**config.mk**
```make
export PLATFORM = sky130hd
export DESIGN_NAME = bru_next_pc
export DESIGN_NICKNAME = d
export VERILOG_FILES = /design/src/rtl/bru_pkg.sv /design/src/rtl/bru_decode.sv /design/src/rtl/bru_cond.sv /design/src/rtl/bru_target.sv /design/src/rtl/bru_next_pc.sv
export SDC_FILE = /design/constraint.sdc
export NUM_CORES = 1
export LEC_CHECK = 0
export BUFFER_PORTS_ARGS = -buffer_cell sky130_fd_sc_hd__buf_2
export CAP_MARGIN = 10
export CORE_MARGIN = 2
export CORE_UTILIZATION = 36
export DETAILED_ROUTE_END_ITERATION = 6
export PLACE_DENSITY_LB_ADDON = 0.1
export SETUP_SLACK_MARGIN = 0.2
export SYNTH_ARGS = -nofsm -noshare
export SYNTH_HDL_FRONTEND = slang
export SYNTH_SLANG_ARGS = --single-unit
```
**constraint.sdc**
```tcl
create_clock -name vclk -period 5.72
set_input_delay 0 -clock vclk [all_inputs]
set_output_delay 0 -clock vclk [all_outputs]
set_load 0.02 [all_outputs]
```
**src/rtl/bru_pkg.sv**
```systemverilog
package bru_pkg;

   localparam logic [5:0] OP_SPECIAL = 6'd0;
   localparam logic [5:0] OP_REGIMM  = 6'd1;
   localparam logic [5:0] OP_J       = 6'd2;
   localparam logic [5:0] OP_JAL     = 6'd3;
   localparam logic [5:0] OP_BEQ     = 6'd4;
   localparam logic [5:0] OP_BNE     = 6'd5;
   localparam logic [5:0] OP_BLEZ    = 6'd6;
   localparam logic [5:0] OP_BGTZ    = 6'd7;

   localparam logic [4:0] RI_LTZ     = 5'd0;
   localparam logic [4:0] RI_GEZ     = 5'd1;
   localparam logic [4:0] RI_LTZ_LNK = 5'd16;
   localparam logic [4:0] RI_GEZ_LNK = 5'd17;

   localparam logic [5:0] FN_JREG    = 6'd8;
   localparam logic [5:0] FN_JREG_LK = 6'd9;

   typedef enum logic [3:0] {
      K_NONE, K_EQ, K_NE, K_LEZ, K_GTZ, K_LTZ, K_GEZ,
      K_LTZ_LK, K_GEZ_LK, K_JABS, K_JABS_LK, K_JREG, K_JREG_LK
   } bru_kind_e;

   typedef enum logic [1:0] {
      SRC_SEQ, SRC_DISP, SRC_ABS, SRC_REG
   } bru_src_e;

endpackage

```
**src/rtl/bru_decode.sv**
```systemverilog
module bru_decode
   import bru_pkg::*;
(
   input  logic [31:0] instr_i,
   output bru_kind_e   kind_o,
   output logic [4:0]  rd_o
);
   logic [5:0] op;
   logic [4:0] rt_f;
   logic [5:0] fn;
   logic       unused_bits;

   assign op          = instr_i[31:26];
   assign rt_f        = instr_i[20:16];
   assign fn          = instr_i[5:0];
   assign rd_o        = instr_i[15:11];
   assign unused_bits = ^{instr_i[25:21], instr_i[10:6]};

   always_comb begin
      kind_o = K_NONE;
      unique case (op)
         OP_BEQ:  kind_o = K_EQ;
         OP_BNE:  kind_o = K_NE;
         OP_BLEZ: kind_o = K_LEZ;
         OP_BGTZ: kind_o = K_GTZ;
         OP_J:    kind_o = K_JABS;
         OP_JAL:  kind_o = K_JABS_LK;
         OP_REGIMM: begin
            case (rt_f)
               RI_LTZ:     kind_o = K_LTZ;
               RI_GEZ:     kind_o = K_GEZ;
               RI_LTZ_LNK: kind_o = K_LTZ_LK;
               RI_GEZ_LNK: kind_o = K_GEZ_LK;
               default:    kind_o = K_NONE;
            endcase
         end
         OP_SPECIAL: begin
            case (fn)
               FN_JREG:    kind_o = K_JREG;
               FN_JREG_LK: kind_o = K_JREG_LK;
               default:    kind_o = K_NONE;
            endcase
         end
         default: kind_o = K_NONE;
      endcase
   end
endmodule

```
**src/rtl/bru_cond.sv**
```systemverilog
module bru_cond
   import bru_pkg::*;
#(
   parameter int XLEN      = 32,
   parameter bit FAST_ZERO = 1'b1
) (
   input  bru_kind_e        kind_i,
   input  logic [XLEN-1:0]  a_i,
   input  logic [XLEN-1:0]  b_i,
   output logic             taken_o
);
   logic neg, zero;

   generate
      if (FAST_ZERO) begin : g_fast
         assign neg  = a_i[XLEN-1];
         assign zero = ~|a_i;
      end else begin : g_cmp
         assign neg  = $signed(a_i) < 0;
         assign zero = a_i == '0;
      end
   endgenerate

   always_comb begin
      unique case (kind_i)
         K_EQ:                 taken_o = a_i == b_i;
         K_NE:                 taken_o = a_i != b_i;
         K_LEZ:                taken_o = neg | zero;
         K_GTZ:                taken_o = ~neg & ~zero;
         K_LTZ, K_LTZ_LK:      taken_o = neg;
         K_GEZ, K_GEZ_LK:      taken_o = ~neg;
         K_JABS, K_JABS_LK,
         K_JREG, K_JREG_LK:    taken_o = 1'b1;
         default:              taken_o = 1'b0;
      endcase
   end
endmodule

```
**src/rtl/bru_target.sv**
```systemverilog
module bru_target #(
   parameter int XLEN   = 32,
   parameter int DISP_W = 16,
   parameter int JIDX_W = 26
) (
   input  logic [XLEN-1:0]   pc_i,
   input  logic [JIDX_W-1:0] field_i,
   input  logic [XLEN-1:0]   reg_i,
   output logic [XLEN-1:0]   seq_o,
   output logic [XLEN-1:0]   disp_o,
   output logic [XLEN-1:0]   abs_o,
   output logic [XLEN-1:0]   reg_o
);
   localparam int EXT_W = XLEN - DISP_W - 2;
   localparam int REG_W = XLEN - JIDX_W - 2;

   logic [DISP_W-1:0] disp;
   logic [XLEN-1:0]   disp_bytes;

   assign disp       = field_i[DISP_W-1:0];
   assign seq_o      = pc_i + XLEN'(4);
   assign disp_bytes = {{EXT_W{disp[DISP_W-1]}}, disp, 2'b00};
   assign disp_o     = seq_o + disp_bytes;
   assign reg_o      = reg_i;

   generate
      if (REG_W > 0) begin : g_region
         assign abs_o = {seq_o[XLEN-1 -: REG_W], field_i, 2'b00};
      end else begin : g_flat
         assign abs_o = {field_i, 2'b00};
      end
   endgenerate
endmodule

```
**src/rtl/bru_next_pc.sv**
```systemverilog
module bru_next_pc
   import bru_pkg::*;
#(
   parameter int          XLEN      = 32,
   parameter logic [4:0]  LINK_REG  = 5'd31,
   parameter bit          FAST_ZERO = 1'b1
) (
   input  logic [31:0] pc_i,
   input  logic [31:0] instr_i,
   input  logic [31:0] rs_val_i,
   input  logic [31:0] rt_val_i,
   output logic [31:0] next_pc_o,
   output logic        taken_o,
   output logic        link_we_o,
   output logic [4:0]  link_idx_o,
   output logic [31:0] link_addr_o
);
   localparam int DISP_W = 16;
   localparam int JIDX_W = 26;

   generate
      if (XLEN != 32) begin : g_bad_xlen
         $error("bru_next_pc: XLEN must be 32");
      end
      if (JIDX_W + 2 > XLEN) begin : g_bad_jidx
         $error("bru_next_pc: jump index wider than address");
      end
   endgenerate

   bru_kind_e         kind;
   bru_src_e          src;
   logic [4:0]        rd;
   logic              cond;
   logic [XLEN-1:0]   seq_a, disp_a, abs_a, reg_a;

   bru_decode u_dec (
      .instr_i (instr_i),
      .kind_o  (kind),
      .rd_o    (rd)
   );

   bru_cond #(.XLEN(XLEN), .FAST_ZERO(FAST_ZERO)) u_cond (
      .kind_i  (kind),
      .a_i     (rs_val_i),
      .b_i     (rt_val_i),
      .taken_o (cond)
   );

   bru_target #(.XLEN(XLEN), .DISP_W(DISP_W), .JIDX_W(JIDX_W)) u_tgt (
      .pc_i    (pc_i),
      .field_i (instr_i[JIDX_W-1:0]),
      .reg_i   (rs_val_i),
      .seq_o   (seq_a),
      .disp_o  (disp_a),
      .abs_o   (abs_a),
      .reg_o   (reg_a)
   );

   always_comb begin
      unique case (kind)
         K_JABS, K_JABS_LK: src = SRC_ABS;
         K_JREG, K_JREG_LK: src = SRC_REG;
         K_NONE:            src = SRC_SEQ;
         default:           src = cond ? SRC_DISP : SRC_SEQ;
      endcase
   end

   always_comb begin
      unique case (src)
         SRC_DISP: next_pc_o = disp_a;
         SRC_ABS:  next_pc_o = abs_a;
         SRC_REG:  next_pc_o = reg_a;
         default:  next_pc_o = seq_a;
      endcase
   end

   assign taken_o     = cond;
   assign link_we_o   = cond & (kind == K_LTZ_LK || kind == K_GEZ_LK ||
                                kind == K_JABS_LK || kind == K_JREG_LK);
   assign link_idx_o  = (kind == K_JREG_LK) ? rd : LINK_REG;
   assign link_addr_o = seq_a;
endmodule

```
# Yosys cells after proc, flatten, opt, wreduce, memory -nomap -nowiden

Cells that the tools add are included.

Register bits after elaboration: 0
Input port bits: 128
Output and inout bits: 71

Add/sub/neg operators: 2
Eq/ne operators: 29
Muxes and demuxes: 8
Bitwise logic cells: 4
Reduce and logical (&&, ||, !) cells: 13

Operators with widths:

| cell                                                            | number |
|---|---|
| 32-bit case mux with 3 select lines                             | 1 |
| 32-bit by 3-bit adder with 32-bit output, second input constant | 1 |
| 32-bit adder                                                    | 1 |
| 32-bit == test                                                  | 1 |
| 32-bit inequality test                                          | 1 |
| 4-bit case mux with 8 select lines                              | 1 |
| 32-bit OR reduction                                             | 1 |
| 6-bit by 3-bit == test with 1-bit output, second input constant | 4 |
| 4-bit == test, second input constant                            | 5 |
| 4-bit by 3-bit == test with 1-bit output, second input constant | 4 |
| 4-bit case mux with 4 select lines                              | 1 |
| 6-bit by 2-bit == test with 1-bit output, second input constant | 2 |
| 6-bit by 4-bit == test with 1-bit output, second input constant | 2 |
| 5-bit == test, second input constant                            | 2 |
| 4-bit by 2-bit == test with 1-bit output, second input constant | 2 |
| 4-bit case mux with 2 select lines                              | 1 |
| 2-bit OR reduction                                              | 4 |
| 1-bit case mux with 7 select lines                              | 1 |
| 6-bit by 1-bit == test with 1-bit output, second input constant | 1 |
| 6-bit logical NOT                                               | 1 |
| 2-bit case mux with 3 select lines                              | 1 |
| 5-bit by 1-bit == test with 1-bit output, second input constant | 1 |
| 5-bit logical NOT                                               | 1 |
| 5-bit 2-to-1 mux                                                | 1 |
| other kinds (11)                                                | 15 |

# Depth between registers and ports, before layout

Depth after elaboration: 10
Depth in mapped cells: 18
Gate-level depth less buffers: 17

# Cells and area by module

From an unflattened synthesis, not the netlist that was laid out.

Cell total of the unflattened synthesis: 754
Area total of the unflattened synthesis: 5260.0 µm²

By module, submodules not included:

| module      | times used | cells each | area each (µm²) | seq. area each (µm²) |
|---|---|---|---|---|
| bru_target  | 1          | 404        | 2835.2          | 0.0 |
| bru_next_pc | 1          | 248        | 1660.3          | 0.0 |
| bru_cond    | 1          | 71         | 523.0           | 0.0 |
| bru_decode  | 1          | 31         | 241.5           | 0.0 |

# Worst setup path after synthesis

No wires, ideal clock.

Path type: input -> output
From: in pc_i[8]
To: out next_pc_o[28]
Arrival time: 3385 ps
Setup slack: 2335 ps
Cell stages on the path: 16
Path buffers: 0
Path through: and4_1 -> and3_1 -> nand3_1 -> nor2_1 -> nand3_1 -> xnor2_1 -> ha_1 -> a21oi_1 -> nor2b_1 -> o21ai_0 -> o21ai_0 -> a41o_1 -> o211ai_1 -> o21ai_0 -> xor2_1 -> a221o_1

Word-level cells in the longest chain between the ends: 3

Ends and longest elaborated chain:

| element                                  | line              | RTL |
|---|---|---|
| start: declaration                       | bru_next_pc.sv:8  | `input logic [31:0] pc_i,` |
| 32-bit by 3-bit adder with 32-bit output | bru_target.sv:21  | `assign seq_o = pc_i + XLEN'(4);` |
| via link_addr_o[21]                      | bru_next_pc.sv:16 | `output logic [31:0] link_addr_o` |
| 32-bit adder                             | bru_target.sv:23  | `assign disp_o = seq_o + disp_bytes;` |
| 32-bit case mux with 3 select lines      | bru_next_pc.sv:69 | `unique case (src)` |
| end: declaration                         | bru_next_pc.sv:12 | `output logic [31:0] next_pc_o,` |

The timed path passes the listed nets, and every way through them passes these cells.

# Final worst setup path

From: in pc_i[4]
To: out next_pc_o[28]

Word-level cells in the longest chain between the ends: 3

Ends and longest elaborated chain:

| element                                      | line |
|---|---|
| 32-bit by 3-bit adder with 32-bit output (*) | bru_target.sv:21 |
| 32-bit adder                                 | bru_target.sv:23 |
| 32-bit case mux with 3 select lines (*)      | bru_next_pc.sv:69 |

Mark *: on every way between the ends. The rest lies on a longest branch, timed or not.

==> results.json <==
{
  "grt_pass1_vias": 4289,
  "clock_power_share_pct": 0,
  "routed_via_density": 5.645,
  "layout.nets": 826,
  "finish.instance_area_um2": 4657,
  "critPathTopFamily": "compound AO/OA/AOI/OAI gates",
  "period_share_pct": 68.97,
  "hold_path.class": "primary input to output pin",
  "max_stage_delay_ns": 0.40,
  "path_max_fanout": 6,
  "finalWorstSetupSlack_ns": 1.775,
  "seq_area_frac_synth_pct": 0,
  "crit_buf_inv": 2,
  "ys_warn_count": 0,
  "rows": 36,
  "cp.arrival_ns": 3.95,
  "antenna_found_initial": 0,
  "mostFrequentLayoutCell": "buf_2",
  "finalCriticalPeriod_ns": 3.945,
  "cts_setup_buffers": 0,
  "crit_path_frequent_cell": "o21ai_0",
  "syn_inst": 482,
  "slew_violations": 0,
  "die_area_um2": 10750,
  "timing.fmax_mhz": 253.5,
  "finalHoldViolCount": 0,
  "seq_power_share_pct": 0,
  "power_w": 0.0004374,
  "power.switching_w": 0.0002507,
  "gp_congestion": 0.9417,
  "avgRoutedWirePerCell_um": 18.39,
  "syn-cell-area_um2": 3577,
  "ioPinCount": 199,
  "crit_chain": "buf_2 > and3_1 > and4_1 > nand3_1 > nor2_1 > nand3_1 > xnor2_1 > ha_1 > a21oi_1 > nor2b_1 > o21ai_0 > o21ai_0 > a41o_1 > o211ai_1 > o21ai_0 > xor2_1 > a221o_1 > buf_2",
  "routed_wl_um": 14680,
  "ant_nets": 0,
  "grt_pass1_wl_um": 22740,
  "grt_setup_unrepaired": "false",
  "overflow": 0,
  "intPower_w": 0.0001867,
  "cpMaxStageDelayCell": "nor2_1",
  "diodes": 0,
  "synth_cell_types": 67,
  "port_buffers": 199,
  "leakage_nw": 2.127,
  "syn_avg_cell_area_um2": 7.422,
  "drive_above_1_share_pct": 36.39,
  "seq_cells": 0,
  "clkbuf_count": 0,
  "num_vias": 4505,
  "setup_violations": 0,
  "start_util_pct": 36.77,
  "die_y_um": 103.7,
  "cts_resized": 0,
  "pre_cts_slack_ns": 1.838,
  "setup_tns_ns": 0,
  "dp_hpwl_um": 12140,
  "p_per_area_nw_per_um2": 93.92,
  "placedInstanceArea_um2": 4657,
  "worst_slew_pin_slew_ns": 0.7938,
  "area_growth_pct": 30.19,
  "slew_headroom_pct": 46.89,
  "power_frac_comb_pct": 100.0,
  "swShare_pct": 57.31,
  "drt-initial-drc-count": 223,
  "core_um2": 9729,
  "status": "completed",
  "drc": 0,
  "crit_type": "primary input to output pin",
  "die-width_um": 103.7,
  "end_kind": "output pin",
  "area.sequential_um2": 0,
  "hold_buffers": 0,
  "grtUsageTotal_pct": 25.66,
  "fin_util_pct": 47.87,
  "layout_common_cells": "buf_2, xnor2_1, a21oi_1, o21ai_0, nand2_1",
  "syn-num-nets": 641,
  "maxCapViolations": 0,
  "worstPathRequired_ns": 5.72,
  "dr.pass1.iters": 5,
  "grt_max_degree": 37,
  "cp-start-kind": "primary input",
  "peakVddDrop_uv": 37.67
}
-- per-stage QoR --
stage / hold WS [ns] / std cells
after floorplan: 0.08640 / 482
after global placement: 0.2376 / 798
after detailed placement: 0.2388 / 798
after CTS: 0.2393 / 798
after global routing: 0.2448 / 798
final: 0.2374 / 798
-- cells by family (layout without fill, tap and decap cells) --
| group | count (synthesis) | in the layout | synth area share (%) |
|---|---|---|---|
| AO/OA/AOI/OAI | 158 | 158 | 30.71 |
| AND/OR/NAND/NOR | 156 | 156 | 24.06 |
| XOR/XNOR | 88 | 88 | 21.55 |
| adder cells (fa/ha/maj) | 31 | 31 | 11.05 |
| buffers and inverters | 27 | 210 | 4.127 |
| multiplexers | 22 | 22 | 8.499 |
-- synthesized netlist by cell type (3+ instances only) --
library cell / number / area [µm²]
xnor2_1: 68 / 595.6
o21ai_0: 35 / 175.2
a21oi_1: 34 / 170.2
nand2_1: 33 / 123.9
ha_1: 30 / 375.4
nor2_1: 29 / 108.9
a22oi_1: 20 / 150.1
xor2_1: 20 / 175.2
nand4_1: 17 / 106.4
mux2_4: 15 / 225.2
nand3_1: 15 / 75.07
a21o_1: 14 / 105.1
clkbuf_1: 13 / 48.80
nor4_1: 10 / 62.56
and3_1: 8 / 50.05
a211oi_1: 7 / 52.55
nand2b_1: 7 / 43.79
nor2b_1: 7 / 43.79
or2_2: 7 / 43.79
inv_1: 6 / 22.52
a221o_1: 5 / 50.05
mux2_1: 5 / 56.30
and4_1: 4 / 35.03
o211a_1: 4 / 40.04
o31ai_1: 4 / 30.03
or3_1: 4 / 25.02
a22o_1: 3 / 26.28
a2bb2oi_1: 3 / 26.28
a31oi_1: 3 / 18.77
and2_1: 3 / 18.77
buf_4: 3 / 22.52
nor3_1: 3 / 15.01
o211ai_1: 3 / 22.52
-- power groups by stage --
stage | clock [W] | combinational [W] | sequential (W)
2_1_floorplan | 0 | 0.000282 | 0
3_3_place_gp | 0 | 0.000431 | 0
3_5_place_dp | 0 | 0.000433 | 0
4_1_cts | 0 | 0.000435 | 0
5_1_grt | 0 | 0.000476 | 0
6_report | 0 | 0.000437 | 0
-- final cells by class --
type | count | area, µm²
inverter | 7 | 31.28
multi-input combinational | 455 | 3433
fill | 1061 | 5072
tap | 133 | 166.4
timing repair buffer | 203 | 1026
-- metal layers --
metal	vias up	wire length (µm)	track usage [%]
met5	-	0	0
met4	0	210	3.861
met3	16	999	1.888
met2	188	6886	44.04
met1	2089	6580	35.82
li1	2212	-	-
-- worst paths after layout --
kind	cells past startpoint	slack (ns)	endpoint	start
worst max-delay path	18	1.77	next_pc_o[28]	pc_i[4]
worst min-delay path	2	0.24	link_addr_o[1]	pc_i[1]
No activity file was read; power rests on OpenSTA's default activity.
